--- src/rtl/sysmode_pkg.sv ---
package sysmode_pkg;

  typedef enum logic [2:0] {
    MD_OFF   = 3'd0,
    MD_STBY  = 3'd1,
    MD_NORM  = 3'd2,
    MD_SLEEP = 3'd3,
    MD_HOT   = 3'd4
  } mode_e;

  typedef enum logic [1:0] {
    RQ_STBY  = 2'd0,
    RQ_NORM  = 2'd1,
    RQ_SLEEP = 2'd2,
    RQ_NONE  = 2'd3
  } req_e;

  function automatic logic powered(input mode_e m);
    return (m == MD_STBY) || (m == MD_NORM) || (m == MD_SLEEP);
  endfunction

endpackage

--- src/rtl/sysmode_extrst.sv ---
module sysmode_extrst #(
  parameter int unsigned MIN_LOW = 3
) (
  input  logic clk,
  input  logic rst_n,
  input  logic line_n,
  output logic det
);
  localparam int unsigned CW = $clog2(MIN_LOW + 1);
  localparam logic [CW-1:0] LIM  = CW'(MIN_LOW);
  localparam logic [CW-1:0] LAST = CW'(MIN_LOW - 1);

  logic [CW-1:0] low_q, low_d;
  logic          det_q, det_d;

  always_comb begin
    low_d = '0;
    det_d = 1'b0;
    if (!line_n) begin
      det_d = (low_q == LAST);
      low_d = (low_q < LIM) ? low_q + 1'b1 : low_q;
    end
  end

  always_ff @(posedge clk or negedge rst_n) begin
    if (!rst_n) begin
      low_q <= '0;
      det_q <= 1'b0;
    end else begin
      low_q <= low_d;
      det_q <= det_d;
    end
  end

  assign det = det_q;
endmodule

--- src/rtl/sysmode_rstgen.sv ---
module sysmode_rstgen #(
  parameter int unsigned CW = 5
) (
  input  logic          clk,
  input  logic          rst_n,
  input  logic          clr,
  input  logic          fire,
  input  logic [CW-1:0] width,
  output logic          busy
);
  logic [CW-1:0] cnt_q, cnt_d;
  logic          cnt_en;

  assign cnt_en = clr || fire || (cnt_q != '0);

  always_comb begin
    if (clr)       cnt_d = '0;
    else if (fire) cnt_d = width;
    else           cnt_d = cnt_q - 1'b1;
  end

  always_ff @(posedge clk or negedge rst_n) begin
    if (!rst_n)      cnt_q <= '0;
    else if (cnt_en) cnt_q <= cnt_d;
  end

  assign busy = (cnt_q != '0);
endmodule

--- src/rtl/sysmode_fsm.sv ---
module sysmode_fsm
  import sysmode_pkg::*;
#(
  parameter int unsigned WAKE_SRC    = 2,
  parameter int unsigned SHORT_TICKS = 4,
  parameter int unsigned LONG_TICKS  = 20,
  parameter int unsigned CW          = 5
) (
  input  logic                clk,
  input  logic                rst_n,
  input  logic                bat_off,
  input  logic                bat_on,
  input  logic                overtemp,
  input  logic                req_valid,
  input  logic [1:0]          req_mode,
  input  logic                irq_pending,
  input  logic [WAKE_SRC-1:0] wake_en,
  input  logic                wake_pend,
  input  logic                ext_det,
  input  logic                long_sel,
  output mode_e               mode,
  output logic                fire,
  output logic [CW-1:0]       fire_w,
  output logic                hold_clr,
  output logic                wake_clr
);
  localparam logic [CW-1:0] SHORT_W = CW'(SHORT_TICKS);
  localparam logic [CW-1:0] LONG_W  = CW'(LONG_TICKS);

  mode_e         mode_q, mode_d;
  logic          wclr_q, wclr_d;
  logic [CW-1:0] sel_w;
  logic          sleep_ok;
  req_e          req;

  assign sel_w    = long_sel ? LONG_W : SHORT_W;
  assign sleep_ok = !irq_pending && !wake_pend && (|wake_en);
  assign req      = req_e'(req_mode);

  always_comb begin
    mode_d = mode_q;
    fire   = 1'b0;
    fire_w = sel_w;
    if (bat_off) begin
      mode_d = MD_OFF;
    end else if (mode_q == MD_OFF) begin
      if (bat_on) begin
        mode_d = MD_STBY;
        fire   = 1'b1;
      end
    end else if (overtemp) begin
      mode_d = MD_HOT;
    end else if (mode_q == MD_HOT) begin
      mode_d = MD_STBY;
      fire   = 1'b1;
    end else if (ext_det) begin
      mode_d = MD_STBY;
      fire   = 1'b1;
    end else if (mode_q == MD_SLEEP) begin
      if (wake_pend) begin
        mode_d = MD_STBY;
        fire   = 1'b1;
      end
    end else if (req_valid) begin
      case (req)
        RQ_STBY:  mode_d = MD_STBY;
        RQ_NORM:  mode_d = MD_NORM;
        RQ_SLEEP: begin
          if (sleep_ok) begin
            mode_d = MD_SLEEP;
          end else begin
            fire   = 1'b1;
            fire_w = SHORT_W;
          end
        end
        default:  mode_d = mode_q;
      endcase
    end
  end

  assign hold_clr = (mode_d == MD_OFF) || (mode_d == MD_HOT);
  assign wclr_d   = (mode_d == MD_NORM) && (mode_q != MD_NORM);

  always_ff @(posedge clk or negedge rst_n) begin
    if (!rst_n) begin
      mode_q <= MD_OFF;
      wclr_q <= 1'b0;
    end else begin
      mode_q <= mode_d;
      wclr_q <= wclr_d;
    end
  end

  assign mode     = mode_q;
  assign wake_clr = wclr_q;
endmodule

--- src/rtl/sysmode_ctrl.sv ---
module sysmode_ctrl
  import sysmode_pkg::*;
#(
  parameter int unsigned WAKE_SRC    = 2,
  parameter int unsigned SHORT_TICKS = 4,
  parameter int unsigned LONG_TICKS  = 20,
  parameter int unsigned EXT_MIN     = 3
) (
  input  logic                clk,
  input  logic                rst_n,
  input  logic                bat_off,
  input  logic                bat_on,
  input  logic                overtemp,
  input  logic                req_valid,
  input  logic [1:0]          req_mode,
  input  logic                irq_pending,
  input  logic [WAKE_SRC-1:0] wake_en,
  input  logic                wake_pend,
  input  logic                ext_rst_n,
  input  logic                long_rst_sel,
  output logic [2:0]          mode,
  output logic                reg_en,
  output logic                rst_out_n,
  output logic                wake_clr
);
  localparam int unsigned MAXW = (LONG_TICKS > SHORT_TICKS) ? LONG_TICKS : SHORT_TICKS;
  localparam int unsigned CW   = $clog2(MAXW + 1);

  mode_e         cur_mode;
  logic          ext_det;
  logic          fire;
  logic [CW-1:0] fire_w;
  logic          hold_clr;
  logic          busy;

  sysmode_extrst #(.MIN_LOW(EXT_MIN)) u_extrst (
    .clk    (clk),
    .rst_n  (rst_n),
    .line_n (ext_rst_n),
    .det    (ext_det)
  );

  sysmode_fsm #(
    .WAKE_SRC    (WAKE_SRC),
    .SHORT_TICKS (SHORT_TICKS),
    .LONG_TICKS  (LONG_TICKS),
    .CW          (CW)
  ) u_fsm (
    .clk         (clk),
    .rst_n       (rst_n),
    .bat_off     (bat_off),
    .bat_on      (bat_on),
    .overtemp    (overtemp),
    .req_valid   (req_valid),
    .req_mode    (req_mode),
    .irq_pending (irq_pending),
    .wake_en     (wake_en),
    .wake_pend   (wake_pend),
    .ext_det     (ext_det),
    .long_sel    (long_rst_sel),
    .mode        (cur_mode),
    .fire        (fire),
    .fire_w      (fire_w),
    .hold_clr    (hold_clr),
    .wake_clr    (wake_clr)
  );

  sysmode_rstgen #(.CW(CW)) u_rstgen (
    .clk   (clk),
    .rst_n (rst_n),
    .clr   (hold_clr),
    .fire  (fire),
    .width (fire_w),
    .busy  (busy)
  );

  assign mode      = cur_mode;
  assign reg_en    = powered(cur_mode);
  assign rst_out_n = reg_en && !busy;
endmodule

--- config.mk ---
export PLATFORM = sky130hd
export DESIGN_NAME = sysmode_ctrl
export DESIGN_NICKNAME = d
export VERILOG_FILES = /design/src/rtl/sysmode_pkg.sv /design/src/rtl/sysmode_extrst.sv /design/src/rtl/sysmode_rstgen.sv /design/src/rtl/sysmode_fsm.sv /design/src/rtl/sysmode_ctrl.sv
export SDC_FILE = /design/constraint.sdc
export NUM_CORES = 1
export LEC_CHECK = 0
export ABC_AREA = 1
export ABC_CLOCK_PERIOD_IN_PS = 1800
export BUFFER_PORTS_ARGS = -buffer_cell sky130_fd_sc_hd__buf_2
export CAP_MARGIN = 25
export CORE_MARGIN = 4
export CORE_UTILIZATION = 38
export CTS_CLUSTER_DIAMETER = 80
export DETAILED_ROUTE_END_ITERATION = 10
export PLACE_DENSITY = 0.6
export RECOVER_POWER = 50
export SKIP_LAST_GASP = 1
export SYNTH_ARGS = -nofsm -noshare
export SYNTH_HDL_FRONTEND = slang
export SYNTH_SLANG_ARGS = --single-unit
export TNS_END_PERCENT = 10
--- constraint.sdc ---
create_clock -name clk -period 1.8 [get_ports clk]
set_input_delay 0.18 -clock clk [delete_from_list [all_inputs] [get_ports clk]]
set_output_delay 0.18 -clock clk [all_outputs]
set_load 0.02 [all_outputs]
==> flow_summary.json <==
{
  "cts_max_path_buffers": 2,
  "critical_path_arrival_ns": 1.49,
  "reg2regPathDepth": 10,
  "skew_ns": 0.00447,
  "viasPerCell": 4.66,
  "irDropWorstVdd_v": 0.000576,
  "grt_use_total": 0.130,
  "drv_cap": 0,
  "holdWs_ns": 0.105,
  "power.density_mw_per_mm2": 787,
  "regToRegEndpoint": "u_rstgen.cnt_q[4]$_DFFE_PN0P_",
  "critPathKind": "reg -> out",
  "critPathCaptureType": "output port",
  "clk_pin_slew_ns": 0.07,
  "fin_crit_sh": 0.929,
  "synth_nets": 135,
  "status": "finished, final reports clean",
  "synthTopCellsByCount": "nand2_1, inv_1, nor2_1",
  "path_cells": "inv_1 > ha_1 > inv_1 > nor4_4 > inv_2 > nor3_1 > buf_2",
  "slew_viol_final": 0,
  "routed_wl_um": 1760,
  "crit_required_ns": 1.62,
  "antenna_cells": 0,
  "yosysWarnings": 0,
  "place_ws_ns": 0.286,
  "regArea_um2": 300,
  "finalHoldViolCount": 0,
  "synth_edf_count": 0,
  "grt_overflow": 0,
  "cts-htree-levels": 1,
  "grt_antenna_before_repair": 0,
  "synth_area_leaders": "dfrtp_1, nand2_1, inv_1",
  "io_buffers": 19,
  "ff2ff_setup_slack_ns": 0.28,
  "worstHoldStart": "ext_rst_n",
  "clock_latency_ns": 0.26,
  "synthArstFlopShare": 1.00,
  "worst-path-max-fanout": 3,
  "max_freq_ghz": 0.598,
  "critPathMaxStageDelay_ns": 0.40,
  "p_total_uw": 810,
  "synth-seq-area-share": 0.351,
  "ioPinCount": 20,
  "multi_input_area_um2": 465,
  "grt_pass1_wl_um": 3220,
  "die_w_um": 55.5,
  "drtIter0Drc": 11,
  "cpMostUsedCell": "inv_1",
  "fin_util": 0.504,
  "grt_max_degree": 13,
  "core_area_mm2": 0.00204,
  "die_y_um": 55.5,
  "layout_min_cycle_time_ns": 1.67,
  "cts_root_buf": "clkbuf_4",
  "cts_tree": "built",
  "ys_types": 23,
  "whs_path_depth": 2,
  "synth_area_um2": 856,
  "wl_per_cell_um": 10.4,
  "synth_area_per_cell_um2": 7.31,
  "ys_seq_elements": 12,
  "leakagePower_uw": 0.000604,
  "synth_ff_type": "dfrtp_1",
  "hpwl_um": 1530,
  "route.vias.total": 787,
  "maxSlewHeadroom": 0.578,
  "cts_inserted_buffers": 3,
  "gp_congestion": 0.743,
  "setup_violations": 0,
  "post-synth-top-count-cell": "nand2_1",
  "cts_sinks": 12,
  "fin_ws_ns": 0.128,
  "rows": 16,
  "start_kind": "flop",
  "syn-instance-count": 117,
  "first_pass_iters": 4,
  "num-fill-cells": 216,
  "die-area_mm2": 0.00308,
  "initial_utilization": 0.419,
  "synth_top_area_frac": 0.351,
  "drive_gt1_frac": 0.282,
  "yosys.area.top_type": "dfrtp_1",
  "num-nets-final": 162,
  "grt_pass1_vias": 768,
  "min_to": "u_extrst.det$_DFF_PN0_",
  "synthToLayoutAreaGrowth_pct": 20.3,
  "drc_errors": 0,
  "hold_path_class": "in -> reg",
  "slowest_stage": "dfrtp_1",
  "ant_nets": 0,
  "r2r-start": "u_fsm.mode[2]$_DFF_PN0_",
  "tightest_slew_ns": 0.632
}
[critical path: cells and delay by family, from the launching register on]
kind	cells	cell delay, ns
AND/OR/NAND/NOR	2	0.29
buffers and inverters	4	0.41
adder cells (fa/ha/maj)	1	0.14
flip-flops	1	0.40
[registers in the layout, indices dropped and copies added (netlist names)]
| register | flops |
|---|---|
| u_rstgen.cnt_q | 5 |
| u_fsm.mode | 3 |
| u_extrst.low_q | 2 |
| u_extrst.det | 1 |
| u_fsm.wake_clr | 1 |
[final cells by class]
class,instances,share of cell area
Clock buffer,3,0.0219
Inverter,24,0.0875
Multi-Input combinational cell,81,0.452
Sequential cell,12,0.292
Tap cell,27,0.0328
Timing Repair Buffer,22,0.114
[layer usage]
metal	GRT usage	part of all wire	wire [um]	up-vias
met5	0	0	0	-
met4	0.0868	0.023	41	0
met3	0.0256	0.048	84	4
met2	0.189	0.46	813	17
met1	0.171	0.46	816	354
li1	-	-	-	412
[kinds of logic after synthesis]
kind of cell             count (synthesis)  synth area share
XOR/XNOR                                 3            0.0307
buffers and inverters                   24             0.105
AND/OR/NAND/NOR                         67             0.399
adder cells (fa/ha/maj)                  4            0.0585
flip-flops                              12             0.351
AO/OA/AOI/OAI                            7            0.0556
[cells in the final DEF, fill, tap and decap left out, types with 2 or more instances in the layout]
cell type	netlist	layout
xnor2_1	2	2
clkbuf_1	0	2
inv_1	23	21
o21ai_0	3	3
nand2_1	27	27
buf_4	0	2
inv_2	1	3
nand2_2	3	3
clkbuf_4	0	3
dfrtp_1	12	12
nor2_1	13	13
ha_1	4	4
nand4_1	2	2
nand3_1	6	6
buf_2	0	17
nor3_1	4	4
a21oi_2	2	2
nor2_2	4	4
nand2_4	3	3
[repair_timing]
item                       in CTS  in global routing
pin swaps                       0                  1
hold endpoints to repair       12                  0
gates resized for setup         1                  1
setup endpoints to repair       1                  1
setup buffers                   0                  1
hold buffers                    1                  0
[how the worst max path moves through the flow]
stage | from | to | slack [ns] | cells after the start
finish | u_rstgen.cnt_q[1]$_DFFE_PN0P_ | rst_out_n | 0.13 | 7
global route | u_rstgen.cnt_q[1]$_DFFE_PN0P_ | rst_out_n | -0.001 | 7
CTS | u_rstgen.cnt_q[0]$_DFFE_PN0P_ | rst_out_n | 0.01 | 7
detailed placement | u_rstgen.cnt_q[0]$_DFFE_PN0P_ | rst_out_n | 0.29 | 7
global placement | u_fsm.mode[0]$_DFF_PN0_ | u_rstgen.cnt_q[4]$_DFFE_PN0P_ | 0.30 | 12
floorplan | u_rstgen.cnt_q[0]$_DFFE_PN0P_ | rst_out_n | 0.07 | 6
[where the power goes]
group | total (uW) | switching, uW | internal [uW] | leakage [uW]
Combinational | 326 | 185 | 141 | 0.000428
Clock | 154 | 76.8 | 77.2 | 0.0000138
Sequential | 331 | 31.7 | 299 | 0.000162
Total | 810 | 294 | 517 | 0.000604
[per-stage QoR]
| stage | instance area (um2) | std cells | setup TNS [ns] |
|---|---|---|---|
| finish | 1030 | 169 | 0 |
| global route | 1030 | 169 | -0.00142 |
| global placement | 992 | 164 | 0 |
| detailed placement | 992 | 164 | 0 |
| floorplan | 856 | 117 | 0 |
| CTS | 1020 | 168 | 0 |
(Power assumes the default switching activity.)
